### config.mk
export PLATFORM = sky130hd
export DESIGN_NAME = ata_err_classifier
export DESIGN_NICKNAME = d
export VERILOG_FILES = /design/src/rtl/ata_cls_pkg.sv /design/src/rtl/ata_phase_rules.sv /design/src/rtl/ata_err_decode.sv /design/src/rtl/ata_verdict_reg.sv /design/src/rtl/ata_err_classifier.sv
export SDC_FILE = /design/constraint.sdc
export NUM_CORES = 1
export LEC_CHECK = 0
export CAP_MARGIN = 15
export CORE_UTILIZATION = 31
export DETAILED_ROUTE_END_ITERATION = 10
export DONT_BUFFER_PORTS = 1
export SLEW_MARGIN = 20
export SYNTH_ARGS = -nofsm -noshare
export SYNTH_HDL_FRONTEND = slang
export SYNTH_HIERARCHICAL = 1
export SYNTH_SLANG_ARGS = --single-unit
export TNS_END_PERCENT = 100
### constraint.sdc
create_clock -name clk -period 0.9 [get_ports clk]
set_clock_uncertainty 0.2 [all_clocks]
set_input_delay 0.135 -clock clk [delete_from_list [all_inputs] [get_ports clk]]
set_output_delay 0.135 -clock clk [all_outputs]
set_load 0.03 [all_outputs]
### src/rtl/ata_cls_pkg.sv
package ata_cls_pkg;

  localparam int REG_W     = 8;
  localparam int PHASE_W   = 3;
  localparam int NUM_CAT   = 7;
  localparam int CAT_IDX_W = $clog2(NUM_CAT + 1);

  // Status register bit positions
  localparam int ST_BSY  = 7;
  localparam int ST_DRDY = 6;
  localparam int ST_DRQ  = 3;
  localparam int ST_ERR  = 0;

  // Error register bit positions
  localparam int ER_ICRC = 7;
  localparam int ER_UNC  = 6;
  localparam int ER_IDNF = 4;
  localparam int ER_ABRT = 2;

  // Category indices into the one-hot vector
  localparam int CAT_HSM   = 0;
  localparam int CAT_BUS   = 1;
  localparam int CAT_MEDIA = 2;
  localparam int CAT_ADDR  = 3;
  localparam int CAT_DEV   = 4;
  localparam int CAT_CHECK = 5;
  localparam int CAT_NCQ   = 6;
  localparam int CAT_NONE  = NUM_CAT;

  typedef enum logic [PHASE_W-1:0] {
    PH_PRE     = 3'd0,
    PH_PIO     = 3'd1,
    PH_PKT     = 3'd2,
    PH_CDB     = 3'd3,
    PH_POSTCDB = 3'd4,
    PH_DONE    = 3'd5,
    PH_NCQ     = 3'd6,
    PH_RSVD    = 3'd7
  } phase_e;

  typedef struct packed {
    logic hsm;
    logic chk;
    logic ncq;
    logic unsup;
    logic decode;
  } rule_t;

endpackage

### src/rtl/ata_phase_rules.sv
module ata_phase_rules
  import ata_cls_pkg::*;
(
  input  logic [PHASE_W-1:0] phase_i,
  input  logic [REG_W-1:0]   status_i,
  input  logic               abrt_i,
  output rule_t              rule_o
);

  logic bsy, drdy, drq, err;

  always_comb begin
    bsy  = status_i[ST_BSY];
    drdy = status_i[ST_DRDY];
    drq  = status_i[ST_DRQ];
    err  = status_i[ST_ERR];
    rule_o = '0;
    case (phase_e'(phase_i))
      PH_PRE: begin
        rule_o.hsm = bsy | ~drdy | drq;
      end
      PH_PIO: begin
        if (!bsy) begin
          rule_o.hsm    = ~drq;
          rule_o.decode = drq & err;
        end
      end
      PH_PKT: begin
        if (!bsy && err) begin
          rule_o.unsup  = abrt_i;
          rule_o.decode = ~abrt_i;
        end
      end
      PH_CDB: begin
        rule_o.hsm = ~bsy & err;
      end
      PH_POSTCDB: begin
        rule_o.chk = ~bsy & err;
      end
      PH_DONE: begin
        if (!bsy) begin
          rule_o.hsm    = drq;
          rule_o.decode = ~drq & err;
        end
      end
      PH_NCQ: begin
        rule_o.ncq = ~bsy & err;
      end
      default: rule_o = '0;
    endcase
  end

endmodule

### src/rtl/ata_err_decode.sv
module ata_err_decode
  import ata_cls_pkg::*;
(
  input  logic [REG_W-1:0]     error_i,
  output logic [CAT_IDX_W-1:0] idx_o
);

  always_comb begin
    if (error_i[ER_ICRC])      idx_o = CAT_IDX_W'(CAT_BUS);
    else if (error_i[ER_UNC])  idx_o = CAT_IDX_W'(CAT_MEDIA);
    else if (error_i[ER_IDNF]) idx_o = CAT_IDX_W'(CAT_ADDR);
    else                       idx_o = CAT_IDX_W'(CAT_DEV);
  end

endmodule

### src/rtl/ata_verdict_reg.sv
module ata_verdict_reg
  import ata_cls_pkg::*;
(
  input  logic                 clk,
  input  logic                 rst_n,
  input  logic                 fire_i,
  input  logic [CAT_IDX_W-1:0] sel_i,
  output logic                 valid_o,
  output logic [NUM_CAT-1:0]   cat_o,
  output logic                 reset_rec_o,
  output logic                 slow_rec_o,
  output logic                 sense_o,
  output logic                 log_o
);

  logic               hit;
  logic [NUM_CAT-1:0] cat_d;
  logic               valid_d, reset_d, slow_d, sense_d, log_d;

  assign hit = fire_i && (sel_i != CAT_IDX_W'(CAT_NONE));

  genvar g;
  generate
    for (g = 0; g < NUM_CAT; g++) begin : g_onehot
      assign cat_d[g] = hit && (sel_i == CAT_IDX_W'(g));
    end
  endgenerate

  always_comb begin
    valid_d = hit;
    reset_d = cat_d[CAT_HSM];
    slow_d  = cat_d[CAT_HSM] | cat_d[CAT_BUS];
    sense_d = cat_d[CAT_CHECK];
    log_d   = cat_d[CAT_NCQ];
  end

  always_ff @(posedge clk or negedge rst_n) begin
    if (!rst_n) begin
      valid_o     <= 1'b0;
      cat_o       <= '0;
      reset_rec_o <= 1'b0;
      slow_rec_o  <= 1'b0;
      sense_o     <= 1'b0;
      log_o       <= 1'b0;
    end else begin
      valid_o     <= valid_d;
      cat_o       <= cat_d;
      reset_rec_o <= reset_d;
      slow_rec_o  <= slow_d;
      sense_o     <= sense_d;
      log_o       <= log_d;
    end
  end

endmodule

### src/rtl/ata_err_classifier.sv
module ata_err_classifier
  import ata_cls_pkg::*;
(
  input  logic               clk,
  input  logic               rst_n,
  input  logic               sample_i,
  input  logic [PHASE_W-1:0] phase_i,
  input  logic [REG_W-1:0]   status_i,
  input  logic [REG_W-1:0]   error_i,
  input  logic               log_fail_i,
  output logic               verdict_valid_o,
  output logic [NUM_CAT-1:0] category_o,
  output logic               reset_rec_o,
  output logic               slow_rec_o,
  output logic               sense_req_o,
  output logic               log_req_o
);

  // Reset: asserted asynchronously, released on a clock edge
  logic [1:0] rst_sync;
  logic       rst_core_n;

  always_ff @(posedge clk or negedge rst_n) begin
    if (!rst_n) rst_sync <= 2'b00;
    else        rst_sync <= {rst_sync[0], 1'b1};
  end
  assign rst_core_n = rst_sync[1];

  rule_t                rule;
  logic [CAT_IDX_W-1:0] dec_idx;
  logic [CAT_IDX_W-1:0] sel;
  logic                 fire;

  ata_phase_rules i_rules (
    .phase_i  (phase_i),
    .status_i (status_i),
    .abrt_i   (error_i[ER_ABRT]),
    .rule_o   (rule)
  );

  ata_err_decode i_decode (
    .error_i (error_i),
    .idx_o   (dec_idx)
  );

  // Priority: log failure, protocol violation, phase-specific verdicts, decode
  always_comb begin
    fire = sample_i | log_fail_i;
    if (log_fail_i)        sel = CAT_IDX_W'(CAT_HSM);
    else if (rule.hsm)     sel = CAT_IDX_W'(CAT_HSM);
    else if (rule.chk)     sel = CAT_IDX_W'(CAT_CHECK);
    else if (rule.ncq)     sel = CAT_IDX_W'(CAT_NCQ);
    else if (rule.unsup)   sel = CAT_IDX_W'(CAT_DEV);
    else if (rule.decode)  sel = dec_idx;
    else                   sel = CAT_IDX_W'(CAT_NONE);
  end

  ata_verdict_reg i_verdict (
    .clk         (clk),
    .rst_n       (rst_core_n),
    .fire_i      (fire),
    .sel_i       (sel),
    .valid_o     (verdict_valid_o),
    .cat_o       (category_o),
    .reset_rec_o (reset_rec_o),
    .slow_rec_o  (slow_rec_o),
    .sense_o     (sense_req_o),
    .log_o       (log_req_o)
  );

endmodule

==> flow_results.org <==
** Worst setup path
- The setup path with the least slack is of type primary input to flop.
- The worst setup path is captured at a flop.
- STA classifies the critical path startpoint as a primary input.
- Top fanout value on the critical path :: 7
- WP data arrival :: 1360 ps
- STA puts the critical path data required time at 890 ps.

** GRT
- Entering global routing, the biggest net connects 10 pins.
- After global routing the overflow that remains totals 0.
- The via count of the first global-routing pass is 462.
- For this run, the total global-route usage over all layers was measured as 0.1245.
- The number of antenna violations at the first check in global routing was 0.
- Wire length of the first global-routing pass :: 1.856 mm

** Clocking
- Reg clk slew, reported paths :: 60 ps
- Hold-fix buffers at CTS :: 1
- Clock tree from TritonCTS :: done
- Counting the buffers created by CTS gives 3.
- CTS root buf :: clkbuf_4
- For the worst-skew pair, the clock arrives at the later sink with an insertion delay of 260 ps.
- In this run the post-CTS setup repair buffer count came out at 0.
- TritonCTS sink count :: 11
- The longest clock path from root to sink contains 2 buffers.
- H-tree lvl count :: 1

** Place
- Before CTS, the worst setup slack after placement is -710.2 ps.
- Last weighted congestion value of the routability-driven placer :: 0.7897
- Total placed instance area :: 755.7 µm²
- After detailed placement, the design holds a cell count of 93.
- Number of buffers inserted by port buffering :: 0
- Half-perimeter wire length after placement :: 881.8 µm

** STA
- Number of max-slew violations in the final report :: 0
- Share of the clock period used by the worst path :: 1.521
- Setup repair after global routing could not meet its margin everywhere.
- Setup violations remaining at the end of the flow were counted as 21.
- For this run, the top clock speed supported by timing is 0.7304 GHz.
- After layout, the minimum clock period comes to 1369 ps.
- Final hold violations :: 20
- Hold slack :: -167.8 ps
- Across all setup checks in the final design, the least slack found is -469.2 ps.

** Pwr
- For this design the ratio of total power to cell area is 1329 nW/µm².
- Of the total power, registers draw 0.512.
- Leakage power figure :: 0.3549 nW
- P_int :: 0.8197 mW
- Clk network pwr share :: 0.274
- Switching share of power :: 0.2846
- Switching power of the nets :: 0.3261 mW
- Share of total power in combinational logic :: 0.214
- Peak supply drop :: 1159 µV

** Synthesis
- Average cell area after synthesis :: 9.658 µm²
- Top cell type by total area after synthesis :: dfrtp_1
- After synthesis the cells add up to 618.1 µm².
- Syn. warnings :: 6
- After synthesis, the netlist uses 27 different library cells.
- Of the total synthesized cell area, the portion taken by AND, OR, NAND and NOR gates is 0.3623.
- Combinational family with the most area after synthesis :: simple AND/OR/NAND/NOR gates
- Synthesized netlist net count :: 87
- Register bit total from synthesis :: 11
- Top cells by area, synth :: dfrtp_1, nor3b_2, nor2_1
- Area share of the largest cell type after synthesis :: 0.4453
- Proportion of synthesized area in mux cells :: 0
- Syn Inst Count :: 64
- Of the total synthesized cell area, the portion taken by XOR and XNOR cells is 0.01417.
- The share of the Yosys chip area taken by registers is 0.4453.
- Of the total synthesized cell area, the portion taken by full adders, half adders and majority gates is 0.
- The compound-cell area share of the yosys netlist was 0.1032.

** Routing
- Via-per-instance ratio :: 5.031
- Wirelength per Cell :: 12.54 µm
- After detailed routing, the number of remaining DRC violations is 0.
- After the first detailed-routing iteration, the DRC count stood at 5.
- Initial DRT Pass Iterations :: 3
- The routed layout has 493 vias.
- For this block, the routed nets add up to 1.229 mm of wire.
- Antenna Nets Post-Route :: 0

** Final layout
- Measured on the finished design, the core utilization comes to 0.4785.
- Commonest cells after routing, fill and taps aside :: dfrtp_1, nor2_1, dfrtp_2
- Post-route cell area :: 862.1 µm²
- In the final layout, the share of cells above drive strength 1 is 0.5479.
- Final antenna diode count :: 0
- At the end of the flow, the number of nets in the layout was 97.
- Compared with the post-synthesis result, the final layout area differs by 39.47%.
- Post-route non-filler standard cell count :: 98
- Leaving out fill and tap cells, the most frequent cell in the layout is dfrtp_1.

** Floorplan
- In this run the standard cell core region covers 1802 µm².
- The die covers 2176 µm².
- Top Ports :: 35
- For this configuration, the core starts out at a cell density of 0.3431.
- The floorplan step set the die width to 46.65 µm.
- Placement Rows :: 15
- Floorplan die height :: 46.65 µm

** Status
- Run status :: complete, but fails checks
- Violations in the final reports :: negative hold slack, negative setup slack

** Hold path
- Class of the most critical hold timing path :: primary input to flop

** Run
- Max-Cap Viols :: 0
[cells in the mapped netlist, drive strengths merged]
| cell | n |
|---|---|
| a21oi | 4 |
| nor3b | 4 |
| nor4b | 2 |
| a31oi | 2 |
| nand4b | 1 |
| buf | 3 |
| nor2 | 9 |
| a21o | 1 |
| nor4 | 1 |
| and4bb | 1 |
| o21a | 1 |
| nand2 | 4 |
| or2 | 2 |
| o22a | 1 |
| nor3 | 5 |
| conb | 1 |
| xor2 | 1 |
| nor2b | 1 |
| clkbuf | 1 |
| inv | 4 |
| dfrtp | 11 |
| a211oi | 1 |
| nand2b | 3 |
[worst paths after layout]
| kind | from | end | slack [ps] | depth (start not counted) |
|---|---|---|---|---|
| min in group asynchronous | rst_n | rst_sync[0] | -100 | 1 |
| worst max-delay path | phase_i[0] | i_verdict/cat_o[6] | -470 | 8 |
| worst min-delay path | log_fail_i | i_verdict/cat_o[3] | -170 | 3 |
| worst min register to register | rst_sync[1] | i_verdict/valid_o | -60 | 0 |
| worst max register to register | rst_sync[0] | rst_sync[1] | 230 | 0 |
| max in group asynchronous | rst_sync[1] | i_verdict/cat_o[6] | 280 | 0 |
[what timing repair did]
item | CTS | global route
endpoints found under the setup margin | 21 | 21
pin swaps | 4 | 11
endpoints found under the hold margin | 20 | 19
resized for setup | 11 | 7
[power by group through the flow]
stage / clock [mW] / sequential (mW) / combinational [mW]
final: 0.314 / 0.586 / 0.246
after global placement: 0 / 0.595 / 0.207
after CTS: 0.335 / 0.588 / 0.235
after floorplan: 0 / 0.605 / 0.157
after detailed placement: 0 / 0.595 / 0.208
after global routing: 0.361 / 0.590 / 0.267
[through the flow]
stage / setup TNS [ps] / power (mW)
floorplan: -5605 / 0.7622
global placement: -5863 / 0.8022
detailed placement: -6040 / 0.8030
CTS: -6258 / 1.158
global route: -7492 / 1.217
finish: -6564 / 1.146
[flip-flops by register name, summed over array words and instances, names as in the netlist]
register	flops
i_verdict/cat_o	7
i_verdict/slow_rec_o	1
i_verdict/valid_o	1
rst_sync	2
[per-layer routing]
metal	wire [µm]	vias up	global-route usage
li1	-	231	-
met1	546	247	0.1505
met2	599	13	0.1972
met3	77	2	0.05882
met4	6	0	0.03429
met5	0	-	0
[critical path, stage by stage]
cell	delay, ps
nor4b_4	240
a31oi_1	80
nor3b_2	270
nand2b_1	110
a21oi_2	200
nor3_4	90
nand2b_4	150
nor2_2	80
[kinds of logic (layout without fill, tap and decap cells)]
group	count (synthesis)	in the layout
compound gates	10	10
xor+xnor	1	1
buf+inv	8	17
flops	11	11
other cells	1	1
simple gates	33	33
[final cells by class]
class                      instances  area (µm²)
fill                             168       939.7
multi-input combinational         45       396.6
sequential                        11       281.5
timing repair buffer               9       111.4
tap                               25       31.28
clock buffer                       4       26.28
inverter                           4       15.01
Power figures use the tool's default switching activity.
